## src/rtl/rstseq_pkg.sv

```systemverilog
// Shared types for the reset sequencer.
// Assumes: the state encoding is used only inside the sequencer hierarchy.
package rstseq_pkg;

    typedef enum logic [2:0] {
        ST_IDLE,
        ST_QUALIFY,
        ST_SYNC_WAIT,
        ST_SEQUENCE,
        ST_SAMPLE_WAIT,
        ST_EXTEND,
        ST_MEM_INIT,
        ST_RUN
    } seq_state_e;

    localparam int FLAG_SHORT = 0;
    localparam int FLAG_LONG  = 1;
    localparam int FLAG_COUNT = 2;

endpackage

```

## src/rtl/rstseq_sync.sv

```systemverilog
// Multi-stage synchronizer for the active-low filtered reset line.
// Assumes: the input is asynchronous and STAGES >= 2. During block reset the
// chain is preset high, which means no request.
module rstseq_sync #(
    parameter int STAGES = 2
) (
    input  logic clk,
    input  logic rst_n,
    input  logic async_in,
    output logic sync_out
);

    logic [STAGES-1:0] chain;

    // Shift the raw level through the flop chain.
    always_ff @(posedge clk) begin
        if (!rst_n) chain <= '1;
        else        chain <= {chain[STAGES-2:0], async_in};
    end

    assign sync_out = chain[STAGES-1];

endmodule

```

## src/rtl/rstseq_fsm.sv

```systemverilog
// Sequencer state machine. It qualifies the request, waits for synchronization,
// runs the fixed sequence, samples the line to classify the event, and then
// extends reset until the line is high and memory is ready.
// Assumes: req_low is synchronous. A single counter covers every timed phase,
// so every tick count must be no larger than SEQ_TICKS, and QUAL_TICKS >= 2.
module rstseq_fsm
    import rstseq_pkg::*;
#(
    parameter int QUAL_TICKS   = 4,
    parameter int SYNC_TICKS   = 12,
    parameter int SEQ_TICKS    = 1024,
    parameter int SAMPLE_TICKS = 8
) (
    input  logic clk,
    input  logic rst_n,
    input  logic req_low,
    input  logic bidir_en,
    input  logic int_mem_sel,
    input  logic mem_init_done,
    output logic set_short,
    output logic set_long,
    output logic drive_low,
    output logic sys_rst,
    output logic cpu_start,
    output logic bus_quiet
);

    localparam int CNT_W = $clog2(SEQ_TICKS + 1);
    localparam logic [CNT_W-1:0] QUAL_LAST   = CNT_W'(QUAL_TICKS - 1);
    localparam logic [CNT_W-1:0] SYNC_LAST   = CNT_W'(SYNC_TICKS - 1);
    localparam logic [CNT_W-1:0] SEQ_LAST    = CNT_W'(SEQ_TICKS - 1);
    localparam logic [CNT_W-1:0] SAMPLE_LAST = CNT_W'(SAMPLE_TICKS - 1);

    seq_state_e       state, state_nxt;
    logic [CNT_W-1:0] cnt, cnt_nxt;

    // Next-state and counter decode; the classification pulses come from here.
    always_comb begin
        state_nxt = state;
        cnt_nxt   = cnt + 1'b1;
        set_short = 1'b0;
        set_long  = 1'b0;
        case (state)
            ST_IDLE: begin
                cnt_nxt = '0;
                if (req_low) begin
                    state_nxt = ST_QUALIFY;
                    cnt_nxt   = CNT_W'(1);
                end
            end
            ST_QUALIFY: begin
                if (!req_low) begin
                    state_nxt = ST_IDLE;
                    cnt_nxt   = '0;
                end else if (cnt == QUAL_LAST) begin
                    state_nxt = ST_SYNC_WAIT;
                    cnt_nxt   = '0;
                end
            end
            ST_SYNC_WAIT: begin
                if (cnt == SYNC_LAST) begin
                    state_nxt = ST_SEQUENCE;
                    cnt_nxt   = '0;
                end
            end
            ST_SEQUENCE: begin
                if (cnt == SEQ_LAST) begin
                    state_nxt = ST_SAMPLE_WAIT;
                    cnt_nxt   = '0;
                end
            end
            ST_SAMPLE_WAIT: begin
                if (cnt == SAMPLE_LAST) begin
                    state_nxt = ST_EXTEND;
                    cnt_nxt   = '0;
                    set_short = 1'b1;
                    set_long  = req_low;
                end
            end
            ST_EXTEND: begin
                cnt_nxt = '0;
                if (!req_low)
                    state_nxt = (int_mem_sel && !mem_init_done) ? ST_MEM_INIT : ST_RUN;
            end
            ST_MEM_INIT: begin
                cnt_nxt = '0;
                if (mem_init_done) state_nxt = ST_RUN;
            end
            ST_RUN: begin
                cnt_nxt   = '0;
                state_nxt = ST_IDLE;
            end
            default: begin
                cnt_nxt   = '0;
                state_nxt = ST_IDLE;
            end
        endcase
    end

    // State and tick counter registers.
    always_ff @(posedge clk) begin
        if (!rst_n) begin
            state <= ST_IDLE;
            cnt   <= '0;
        end else begin
            state <= state_nxt;
            cnt   <= cnt_nxt;
        end
    end

    // Output decode from the registered state.
    always_comb begin
        sys_rst   = state inside {ST_SEQUENCE, ST_SAMPLE_WAIT, ST_EXTEND, ST_MEM_INIT};
        drive_low = bidir_en && (state inside {ST_SYNC_WAIT, ST_SEQUENCE});
        cpu_start = (state == ST_RUN);
        bus_quiet = (state != ST_IDLE);
    end

    p_qualify_drop_r1: assert property (@(posedge clk) disable iff (!rst_n)
        (state == ST_QUALIFY && !req_low) |=> (state == ST_IDLE));

    p_cnt_bound_r3: assert property (@(posedge clk) disable iff (!rst_n)
        (cnt <= SEQ_LAST));

    p_extend_hold_r8: assert property (@(posedge clk) disable iff (!rst_n)
        (state == ST_EXTEND && req_low) |=> (state == ST_EXTEND));

    p_mem_wait_r9: assert property (@(posedge clk) disable iff (!rst_n)
        (state == ST_MEM_INIT && !mem_init_done) |=> (state == ST_MEM_INIT));

    p_start_single_r10: assert property (@(posedge clk) disable iff (!rst_n)
        cpu_start |=> !cpu_start);

endmodule

```

## src/rtl/rstseq_flags.sv

```systemverilog
// Sticky reset-cause flags with per-bit write-one-to-clear.
// Assumes: a set and a clear in the same cycle leave the flag set.
module rstseq_flags #(
    parameter int N_FLAGS = 2
) (
    input  logic               clk,
    input  logic               rst_n,
    input  logic [N_FLAGS-1:0] set,
    input  logic [N_FLAGS-1:0] clr,
    output logic [N_FLAGS-1:0] flags
);

    for (genvar i = 0; i < N_FLAGS; i++) begin : g_flag
        // One sticky bit per cause.
        always_ff @(posedge clk) begin
            if (!rst_n)      flags[i] <= 1'b0;
            else if (set[i]) flags[i] <= 1'b1;
            else if (clr[i]) flags[i] <= 1'b0;
        end

        p_flag_sticky_r5: assert property (@(posedge clk) disable iff (!rst_n)
            $fell(flags[i]) |-> $past(clr[i]));
    end

endmodule

```

## src/rtl/rstseq_cfg.sv

```systemverilog
// Configuration capture. A Long result opens a transparency window in which
// the clock-option slice follows the port. The window closes HOLD_TICKS cycles
// after the synchronized line reads high. The full port is latched on exit.
// Assumes: req_low is already synchronized, so the two synchronizer stages add
// to HOLD_TICKS in the externally visible closing delay.
module rstseq_cfg #(
    parameter int CFG_W      = 16,
    parameter int CLK_LSB    = 13,
    parameter int CLK_W      = 3,
    parameter int HOLD_TICKS = 2
) (
    input  logic             clk,
    input  logic             rst_n,
    input  logic             open_req,
    input  logic             req_low,
    input  logic             exit_now,
    input  logic [CFG_W-1:0] cfg_port,
    output logic             transparent,
    output logic [CLK_W-1:0] clk_cfg,
    output logic [CFG_W-1:0] sys_cfg
);

    localparam int HOLD_W = $clog2(HOLD_TICKS + 1);
    localparam logic [HOLD_W-1:0] HOLD_LAST = HOLD_W'(HOLD_TICKS - 1);

    logic [HOLD_W-1:0] hcnt;

    // Window open/close with the closing delay counter.
    always_ff @(posedge clk) begin
        if (!rst_n) begin
            transparent <= 1'b0;
            hcnt        <= '0;
        end else if (open_req) begin
            transparent <= 1'b1;
            hcnt        <= '0;
        end else if (transparent) begin
            if (req_low) begin
                hcnt <= '0;
            end else if (hcnt == HOLD_LAST) begin
                transparent <= 1'b0;
                hcnt        <= '0;
            end else begin
                hcnt <= hcnt + 1'b1;
            end
        end
    end

    // Clock-option slice follows the port only while the window is open.
    always_ff @(posedge clk) begin
        if (!rst_n)           clk_cfg <= '0;
        else if (transparent) clk_cfg <= cfg_port[CLK_LSB +: CLK_W];
    end

    // Whole-port capture on the exit cycle.
    always_ff @(posedge clk) begin
        if (!rst_n)        sys_cfg <= '0;
        else if (exit_now) sys_cfg <= cfg_port;
    end

    p_window_close_r6: assert property (@(posedge clk) disable iff (!rst_n)
        $fell(transparent) |-> $past(!req_low));

    p_clk_frozen_r6: assert property (@(posedge clk) disable iff (!rst_n)
        (!transparent) |=> $stable(clk_cfg));

endmodule

```

## src/rtl/sync_reset_sequencer.sv

```systemverilog
// Top of the reset sequencer. It wires the synchronizer, the state machine,
// the flags and the configuration capture together, and gates the bus strobes.
// Assumes: one clk cycle equals one TCL, and rstin_filt_n has already passed
// through the analog filter.
module sync_reset_sequencer
    import rstseq_pkg::*;
#(
    parameter int          SYNC_STAGES    = 2,
    parameter int          QUAL_TICKS     = 4,
    parameter int          SYNC_TICKS     = 12,
    parameter int          SEQ_TICKS      = 1024,
    parameter int          SAMPLE_TICKS   = 8,
    parameter int          CFG_HOLD_TICKS = 2,
    parameter int          CFG_W          = 16,
    parameter int          CLK_LSB        = 13,
    parameter int          CLK_W          = 3,
    parameter int          ADDR_W         = 24,
    parameter logic [23:0] BOOT_ADDR      = 24'h00_0000
) (
    input  logic             clk,
    input  logic             rst_n,
    input  logic             rstin_filt_n,
    input  logic             bidir_en,
    input  logic             int_mem_sel,
    input  logic             mem_init_done,
    input  logic [1:0]       flag_clr,
    input  logic [CFG_W-1:0] cfg_port,
    input  logic             cpu_ale,
    input  logic             cpu_rd_n,
    input  logic             cpu_wr_n,
    output logic             rstin_pull_low,
    output logic             sys_rst,
    output logic             cpu_start,
    output logic             short_flag,
    output logic             long_flag,
    output logic             cfg_transparent,
    output logic [CLK_W-1:0] clk_cfg,
    output logic [CFG_W-1:0] sys_cfg,
    output logic [ADDR_W-1:0] boot_addr,
    output logic             ale,
    output logic             rd_n,
    output logic             wr_n
);

    logic                  line_sync;
    logic                  req_low;
    logic                  set_short, set_long;
    logic                  bus_quiet;
    logic [FLAG_COUNT-1:0] flag_set, flag_vec;

    rstseq_sync #(.STAGES(SYNC_STAGES)) u_sync (
        .clk      (clk),
        .rst_n    (rst_n),
        .async_in (rstin_filt_n),
        .sync_out (line_sync)
    );

    assign req_low = !line_sync;

    rstseq_fsm #(
        .QUAL_TICKS   (QUAL_TICKS),
        .SYNC_TICKS   (SYNC_TICKS),
        .SEQ_TICKS    (SEQ_TICKS),
        .SAMPLE_TICKS (SAMPLE_TICKS)
    ) u_fsm (
        .clk           (clk),
        .rst_n         (rst_n),
        .req_low       (req_low),
        .bidir_en      (bidir_en),
        .int_mem_sel   (int_mem_sel),
        .mem_init_done (mem_init_done),
        .set_short     (set_short),
        .set_long      (set_long),
        .drive_low     (rstin_pull_low),
        .sys_rst       (sys_rst),
        .cpu_start     (cpu_start),
        .bus_quiet     (bus_quiet)
    );

    // Map the classification pulses onto flag positions.
    always_comb begin
        flag_set             = '0;
        flag_set[FLAG_SHORT] = set_short;
        flag_set[FLAG_LONG]  = set_long;
    end

    rstseq_flags #(.N_FLAGS(FLAG_COUNT)) u_flags (
        .clk   (clk),
        .rst_n (rst_n),
        .set   (flag_set),
        .clr   (flag_clr),
        .flags (flag_vec)
    );

    assign short_flag = flag_vec[FLAG_SHORT];
    assign long_flag  = flag_vec[FLAG_LONG];

    rstseq_cfg #(
        .CFG_W      (CFG_W),
        .CLK_LSB    (CLK_LSB),
        .CLK_W      (CLK_W),
        .HOLD_TICKS (CFG_HOLD_TICKS)
    ) u_cfg (
        .clk         (clk),
        .rst_n       (rst_n),
        .open_req    (set_long),
        .req_low     (req_low),
        .exit_now    (cpu_start),
        .cfg_port    (cfg_port),
        .transparent (cfg_transparent),
        .clk_cfg     (clk_cfg),
        .sys_cfg     (sys_cfg)
    );

    // Bus strobes sit at idle levels whenever the sequencer is not running.
    always_comb begin
        ale  = bus_quiet ? 1'b0 : cpu_ale;
        rd_n = bus_quiet ? 1'b1 : cpu_rd_n;
        wr_n = bus_quiet ? 1'b1 : cpu_wr_n;
    end

    assign boot_addr = BOOT_ADDR[ADDR_W-1:0];

    p_bus_quiet_r11: assert property (@(posedge clk) disable iff (!rst_n)
        sys_rst |-> (!ale && rd_n && wr_n));

    p_exit_pulse_r10: assert property (@(posedge clk) disable iff (!rst_n)
        $fell(sys_rst) |-> cpu_start);

    p_pull_mode_r7: assert property (@(posedge clk) disable iff (!rst_n)
        rstin_pull_low |-> bidir_en);

    p_long_with_short_r4: assert property (@(posedge clk) disable iff (!rst_n)
        $rose(long_flag) |-> short_flag);

endmodule

```

## config.mk

```make
export PLATFORM = sky130hd
export DESIGN_NAME = sync_reset_sequencer
export DESIGN_NICKNAME = d
export VERILOG_FILES = /design/src/rtl/rstseq_pkg.sv /design/src/rtl/rstseq_sync.sv /design/src/rtl/rstseq_fsm.sv /design/src/rtl/rstseq_flags.sv /design/src/rtl/rstseq_cfg.sv /design/src/rtl/sync_reset_sequencer.sv
export SDC_FILE = /design/constraint.sdc
export NUM_CORES = 1
export LEC_CHECK = 0
export BUFFER_PORTS_ARGS = -buffer_cell sky130_fd_sc_hd__clkbuf_2
export CAP_MARGIN = 20
export CORE_UTILIZATION = 47
export CTS_BUF_LIST = sky130_fd_sc_hd__clkbuf_16
export CTS_CLUSTER_DIAMETER = 100
export CTS_CLUSTER_SIZE = 12
export DETAILED_ROUTE_END_ITERATION = 10
export GPL_ROUTABILITY_DRIVEN = 0
export PLACE_DENSITY = 0.81
export SLEW_MARGIN = 5
export SYNTH_ARGS = -nofsm -noshare
export SYNTH_HDL_FRONTEND = slang
export SYNTH_SLANG_ARGS = --single-unit
```

## constraint.sdc

```tcl
create_clock -name clk -period 2.25 [get_ports clk]
set_input_delay 0.3375 -clock clk [delete_from_list [all_inputs] [get_ports clk]]
set_output_delay 0.3375 -clock clk [all_outputs]
set_load 0.01 [all_outputs]
```

==> impl_metrics.py, run 1 <==
metrics = {
    "power": {
        "p_int_mw": 1.29,
        "p_comb_share_pct": 7.2,
        "pwr-share-seq_pct": 44.7,
        "clkPwrFrac_pct": 48.1,
        "netSwitchingPower_mw": 0.357,
        "ir_worst_vdd_mv": 0.545,
        "power_leakage_nw": 0.947,
        "power_density_mw_per_mm2": 717,
        "p_sw_share_pct": 21.7,
    },
    "logic_synthesis": {
        "synth_mux_area_share_pct": 2.10,
        "yosys.area_share.simple_pct": 25.6,
        "synth-compound-area-share_pct": 10.8,
        "syn-cell-area_sq_mm": 0.00191,
        "synth-main-ff-cell": "dfxtp_1",
        "synth_top_area_share_pct": 41.9,
        "synth_top_area_cell": "dfxtp_1",
        "ys_top_cells_by_count": "nand2_1 (42), dfxtp_1 (40), buf_4 (25)",
        "synth_fa_ha_area_share_pct": 1.31,
        "synth_cell_types": 44,
        "ys_warn_count": 0,
        "synth_edf_count": 0,
        "yosysSeqAreaShare_pct": 41.9,
        "async_flop_share_pct": 0,
        "syn_inst": 227,
        "synthTopCellsByArea": "dfxtp_1 (42%), buf_4 (9.8%), nand2_1 (8.3%)",
        "synth_xor_xnor_area_share_pct": 4.13,
        "yosysMostFrequentCell": "nand2_1",
        "ys_ff_latch": 40,
        "synth_area_per_cell_sq_um": 8.41,
        "synth_top_family_by_area": "simple AND/OR/NAND/NOR gates",
    },
    "timing": {
        "fin_tns_setup_ns": 0,
        "fmaxAchievable_ghz": 0.504,
        "period_share_pct": 88.1,
        "fin_crit_ns": 1.98,
        "worstMarginPinSlew_ns": 0.532,
        "drv_slew": 0,
        "maxSlewHeadroom_pct": 64.2,
        "finalHoldWorstSlack_ns": 0.236,
        "fin_skew_ns": 0.00442,
        "setup_viol": 0,
        "hold_violations": 0,
        "rsz0062_at_grt": "no",
    },
    "final_layout": {
        "final_layout_size_suffix_gt1_share_pct": 26.9,
        "area_growth_syn_to_layout_pct": 20.1,
        "layout.nets": 311,
        "antenna_cells": 0,
        "n_fill_cell": 332,
    },
    "clock_tree": {
        "ctsResizeCount": 0,
        "cts_htree_levels": 2,
        "hold_buffers": 0,
        "clk_pin_slew_ns": 0.05,
        "cts_setup_buffers": 0,
        "cts_root_buffer": "clkbuf_16",
        "cts_sinks": 40,
        "cts_buffers": 5,
        "cts_tree": "done",
        "cts_buffer_depth": 2,
        "clock_latency_ns": 0.28,
    },
    "grt": {
        "antenna_found_initial": 0,
        "grt_pass1_wl_um": 5870,
        "grt_use_total_pct": 18.0,
        "grt_pass1_vias": 1319,
        "grt_max_degree": 28,
        "overflow": 0,
    },
    "floorplan": {
        "die_h_um": 65.7,
        "core-area_sq_mm": 0.00377,
        "fp.dieArea_sq_mm": 0.00432,
        "die_w_um": 65.7,
        "io_pins": 79,
        "num_rows": 22,
        "initial_core_util_pct": 50.6,
    },
    "worst_setup_path": {
        "cp-end-kind": "flip-flop",
        "startpoint_type": "flip-flop",
        "cp.required_ns": 2.42,
        "worstPathArrival_ns": 2.16,
        "crit_type": "reg2reg",
        "critPathMaxFanout": 5,
    },
    "route": {
        "antenna_left": 0,
        "wl_um": 3620,
        "wl_per_cell_um": 10.9,
        "vias": 1587,
        "firstDrtPassIters": 5,
        "drc": 0,
        "viasPerCell": 4.79,
        "first_iter_violations": 54,
    },
    "placed_design": {
        "place_hpwl_um": 2590,
        "numPortBuffers": 54,
    },
    "job": {
        "cap_violations": 0,
    },
    "outcome": {
        "status": "finished clean",
    },
    "hold_path": {
        "worst_hold_path_type": "in2reg",
    },
}
worst paths after layout:
check	startpoint	endpoint	slack, ns	cells past startpoint
worst max-delay path	u_fsm.cnt[0]$_SDFF_PN0_	u_cfg.hcnt[1]$_SDFFE_PP0P_	0.27	6
worst min register to register	u_sync.chain[0]$_SDFF_PN1_	u_sync.chain[1]$_SDFF_PN1_	0.42	1
worst min-delay path	rstin_filt_n	u_sync.chain[0]$_SDFF_PN1_	0.24	2
worst max register to register	u_fsm.cnt[0]$_SDFF_PN0_	u_cfg.hcnt[1]$_SDFFE_PP0P_	0.27	6
layout by cell type (no fill, tap or decap), drive strengths merged, types with 2 or more instances in the layout:
master   n
inv      6
clkinv   2
or3      2
nor4     3
a31oi    2
conb    24
and3     3
nand2   42
xor2     2
xnor2    7
nand2b   6
nand4b   2
buf      5
nor3     3
o21ai    3
nand3    6
mux2i    4
ha       2
nor2    17
clkbuf  59
dfxtp   40
a21oi   24
nand4    2
or2b     2
per-layer routing:
| layer | wire [um] | vias up | global-route usage (%) |
|---|---|---|---|
| met5 | 0 | - | 0 |
| li1 | - | 814 | - |
| met1 | 1650 | 706 | 21.6 |
| met3 | 203 | 7 | 6.77 |
| met4 | 53 | 0 | 5.71 |
| met2 | 1710 | 60 | 29.3 |
critical path: stages, from the launching register on:
cell and delay (ns):
dfxtp_1 0.39, ha_1 0.23, nor4b_4 0.23, nand3b_1 0.15
or4_4 0.57, o2bb2ai_1 0.14, and3_1 0.17
state kept, by name, indices dropped and copies added (netlist names):
register and flops:
u_cfg.sys_cfg 16, u_fsm.cnt 11, u_cfg.clk_cfg 3, u_fsm.state 3
u_cfg.hcnt 2, u_flags.flags 2, u_sync.chain 2, u_cfg.transparent 1
layout make-up:
type	instances	area, sq um	share of cell area [%]
well taps	48	60.1	2.62
clock inverters	3	42.5	1.86
multi-input cells	169	930	40.6
clock buffers	5	125	5.46
flip-flops and latches	40	801	34.9
repair buffers	59	308	13.4
inverters	7	26.3	1.15
power groups by stage:
| stage | Sequential (mW) | Clock (mW) | Combinational [mW] |
|---|---|---|---|
| finish | 0.735 | 0.791 | 0.118 |
| global placement | 0.750 | 0 | 0.115 |
| global route | 0.739 | 0.851 | 0.132 |
| CTS | 0.735 | 0.808 | 0.118 |
| detailed placement | 0.751 | 0 | 0.117 |
| floorplan | 0.738 | 0 | 0.113 |
through the flow:
stage	utilization (%)	worst slack [ns]	instance area [sq um]	std cells	power, mW
floorplan	-	0.406	2000	250	0.851
global placement	56.3	0.335	2120	323	0.864
detailed placement	56.3	0.259	2120	323	0.867
CTS	60.8	0.266	2290	331	1.66
global route	60.8	0.144	2290	331	1.72
finish	60.8	0.267	2290	331	1.64
kinds of logic after synthesis:
family                   after synthesis
buffers and inverters                 41
AO/OA/AOI/OAI                         35
multiplexers                           4
adder cells (fa/ha/maj)                2
AND/OR/NAND/NOR                       95
other                                  1
XOR/XNOR                               9
flip-flops                            40
Note: power is estimated with default switching activity, not from simulation.
==> run 2: changes to the inputs <==
--- a/config.mk
+++ b/config.mk
@@ -7,14 +7,15 @@
 export LEC_CHECK = 0
 export BUFFER_PORTS_ARGS = -buffer_cell sky130_fd_sc_hd__clkbuf_2
 export CAP_MARGIN = 20
-export CORE_UTILIZATION = 47
+export CORE_UTILIZATION = 48
 export CTS_BUF_LIST = sky130_fd_sc_hd__clkbuf_16
 export CTS_CLUSTER_DIAMETER = 100
 export CTS_CLUSTER_SIZE = 12
 export DETAILED_ROUTE_END_ITERATION = 10
 export GPL_ROUTABILITY_DRIVEN = 0
-export PLACE_DENSITY = 0.81
+export PLACE_DENSITY = 0.82
 export SLEW_MARGIN = 5
 export SYNTH_ARGS = -nofsm -noshare
 export SYNTH_HDL_FRONTEND = slang
+export SYNTH_HIERARCHICAL = 1
 export SYNTH_SLANG_ARGS = --single-unit
==> run 2 against run 1 <==
  * Synthesized cell count down 6.2%
  * Critical endpoint is now u_fsm/state[1]$_SDFFE_PN0P_
  * Sequential power down 1%
  * First-iteration DRC count up 43%
  * Largest power group is now registers
  * Worst setup slack worse by 0.19 ns
  * Largest cell class unchanged
  * Critical path depth up 2
==> impl_metrics.py, run 2 <==
metrics = {
    "grt": {
        "antenna_found_initial": 0,
        "overflow": 0,
        "grt_use_total_pct": 17.2,
        "grt_pass1_vias": 1302,
        "grt_pass1_wl_um": 5730,
        "grt_max_degree": 33,
    },
    "logic_synthesis": {
        "synth_top_area_cell": "dfxtp_1",
        "yosysMostFrequentCell": "dfxtp_1",
        "synth_mux_area_share_pct": 9.90,
        "synth-main-ff-cell": "dfxtp_1",
        "synth_cell_types": 50,
        "ys_warn_count": 6,
        "synth_edf_count": 0,
        "synth_xor_xnor_area_share_pct": 3.87,
        "synthTopCellsByArea": "dfxtp_1 (39%), buf_4 (9.6%), mux2i_1 (9.3%)",
        "yosys.area_share.simple_pct": 24.1,
        "ys_top_cells_by_count": "dfxtp_1 (40), buf_4 (26), nor2b_1 (20)",
        "synth-compound-area-share_pct": 8.36,
        "synth_area_per_cell_sq_um": 9.56,
        "async_flop_share_pct": 0,
        "syn_inst": 213,
        "synth_fa_ha_area_share_pct": 0.615,
        "yosysSeqAreaShare_pct": 39.3,
        "synth_top_family_by_area": "simple AND/OR/NAND/NOR gates",
        "ys_ff_latch": 40,
        "syn-cell-area_sq_mm": 0.00204,
        "synth_top_area_share_pct": 39.3,
    },
    "timing": {
        "fin_crit_ns": 2.17,
        "fin_skew_ns": 0.00344,
        "maxSlewHeadroom_pct": 56.6,
        "period_share_pct": 96.6,
        "fmaxAchievable_ghz": 0.460,
        "drv_slew": 0,
        "setup_viol": 0,
        "worst_slack_ns": 0.0759,
        "worstMarginPinSlew_ns": 0.651,
        "hold_violations": 0,
        "fin_tns_setup_ns": 0,
    },
    "route": {
        "drc": 0,
        "antenna_left": 0,
        "viasPerCell": 4.76,
        "first_iter_violations": 77,
        "wl_met3_um": 171,
        "firstDrtPassIters": 4,
        "drt-met1-wl_um": 1600,
        "topRoutingLayerUsed": "met4",
        "vias": 1543,
        "wl_um": 3670,
        "wl_met2_um": 1820,
        "wl_per_cell_um": 11.3,
    },
    "placed_design": {
        "dpl_worst_slack_ns": 0.0411,
        "place_hpwl_um": 2600,
        "numPortBuffers": 54,
        "dp_cells": 317,
    },
    "clock_tree": {
        "clock_latency_ns": 0.28,
        "cts_setup_buffers": 0,
        "cts_root_buffer": "clkbuf_16",
        "cts_tree": "done",
        "cts_htree_levels": 2,
        "clk_pin_slew_ns": 0.06,
        "cts_buffer_depth": 2,
        "cts_buffers": 5,
        "cts_sinks": 40,
    },
    "final_layout": {
        "final_common_cell": "clkbuf_2",
        "area_growth_syn_to_layout_pct": 18.5,
        "fin_cells": 324,
        "layout.nets": 302,
        "layout_common_cells": "clkbuf_2 (54), dfxtp_1 (38), conb_1 (24)",
        "antenna_cells": 0,
        "final_layout_size_suffix_gt1_share_pct": 30.7,
        "final_core_util_pct": 59.9,
        "top_regs": "u_cfg/sys_cfg (16), u_fsm/cnt (11)",
        "n_fill_cell": 365,
        "largest_reg_flops": 16,
        "largest_register": "u_cfg/sys_cfg",
    },
    "worst_setup_path": {
        "startpoint_type": "flip-flop",
        "cp-end-kind": "flip-flop",
        "critPathMaxFanout": 6,
        "worstPathArrival_ns": 2.39,
        "crit_type": "reg2reg",
        "cp.required_ns": 2.46,
    },
    "floorplan": {
        "fp.dieArea_sq_mm": 0.00451,
        "core-area_sq_mm": 0.00403,
        "num_rows": 23,
        "die_h_um": 67.1,
        "io_pins": 79,
        "initial_core_util_pct": 50.5,
        "die_w_um": 67.1,
    },
    "power": {
        "ir_worst_vdd_mv": 0.342,
        "total_power_mw": 1.53,
        "power_leakage_nw": 1.01,
        "power_density_mw_per_mm2": 636,
    },
    "outcome": {
        "status": "finished clean",
    },
    "job": {
        "cap_violations": 0,
    },
    "hold_path": {
        "worst_hold_path_type": "in2reg",
    },
}
[run 2: changes by cell type after synthesis, sizes merged, moves of 3 or more]
cell	delta
nand2	-34
a21oi	-22
nor2b	+22
mux2i	+15
buf	-3
o21a	+3
or2	+3
[run 2: kinds of logic (layout without fill, tap and decap cells)]
logic type	after synthesis	count (layout)
and+or+nand+nor	83	83
DFF	40	40
buffers and inverters	38	76
AOI/OAI and AO/OA	21	21
muxes	20	20
xor gates and xnor gates	9	9
adders and majority gates	1	1
other	1	24
[run 2: final timing paths]
path | start | to | slack (ns) | cells past startpoint
setup reg to reg | u_fsm/cnt[0]$_SDFF_PN0_ | u_fsm/state[1]$_SDFFE_PN0P_ | 0.08 | 8
hold / removal | rstin_filt_n | u_sync/chain[0]$_SDFF_PN1_ | 0.23 | 2
hold reg to reg | u_sync/chain[0]$_SDFF_PN1_ | u_sync/chain[1]$_SDFF_PN1_ | 0.41 | 1
setup / recovery | u_fsm/cnt[0]$_SDFF_PN0_ | u_fsm/state[1]$_SDFFE_PN0P_ | 0.08 | 8
[run 2: metrics by stage]
| stage | cell area (sq um) | hold WS [ns] |
|---|---|---|
| after floorplan | 2120 | 0.386 |
| after global placement | 2270 | 0.389 |
| after detailed placement | 2270 | 0.397 |
| after CTS | 2400 | 0.230 |
| after global routing | 2410 | 0.234 |
| final | 2410 | 0.232 |
[run 2: timing repair]
| item | in CTS | in global routing |
|---|---|---|
| gates resized for setup | 0 | 3 |
| endpoints found under the setup margin | 0 | 9 |
| hold buffers | 0 | 0 |
| endpoints found under the hold margin | 0 | 0 |
[run 2: where the power goes]
| group | internal [mW] | total [mW] | switching, mW |
|---|---|---|---|
| Clock | 0.402 | 0.669 | 0.267 |
| Sequential | 0.717 | 0.724 | 0.00672 |
| Combinational | 0.0601 | 0.141 | 0.0810 |
[run 2: worst max-delay path, stage by stage, from the launching register on]
cell	delay, ns
dfxtp_2	0.35
ha_1	0.16
buf_4	0.12
nand4_1	0.20
nor4_1	0.39
buf_4	0.21
o21bai_4	0.08
or4_1	0.48
a21boi_1	0.13
[run 2: layer usage]
layer	GRT usage (%)	vias up
met1	20.2	696
met3	4.62	7
li1	-	788
met5	0	-
met2	29.0	52
met4	7.98	0
[run 2: cell type report]
cell class,instances,area [sq um],share of cell area [%]
Clock buffer,5,125,5.19
Clock inverter,2,12.5,0.519
Inverter,6,22.5,0.934
Multi-Input combinational cell,158,1050,43.5
Sequential cell,40,803,33.3
Tap cell,50,62.6,2.59
Timing Repair Buffer,63,338,14.0
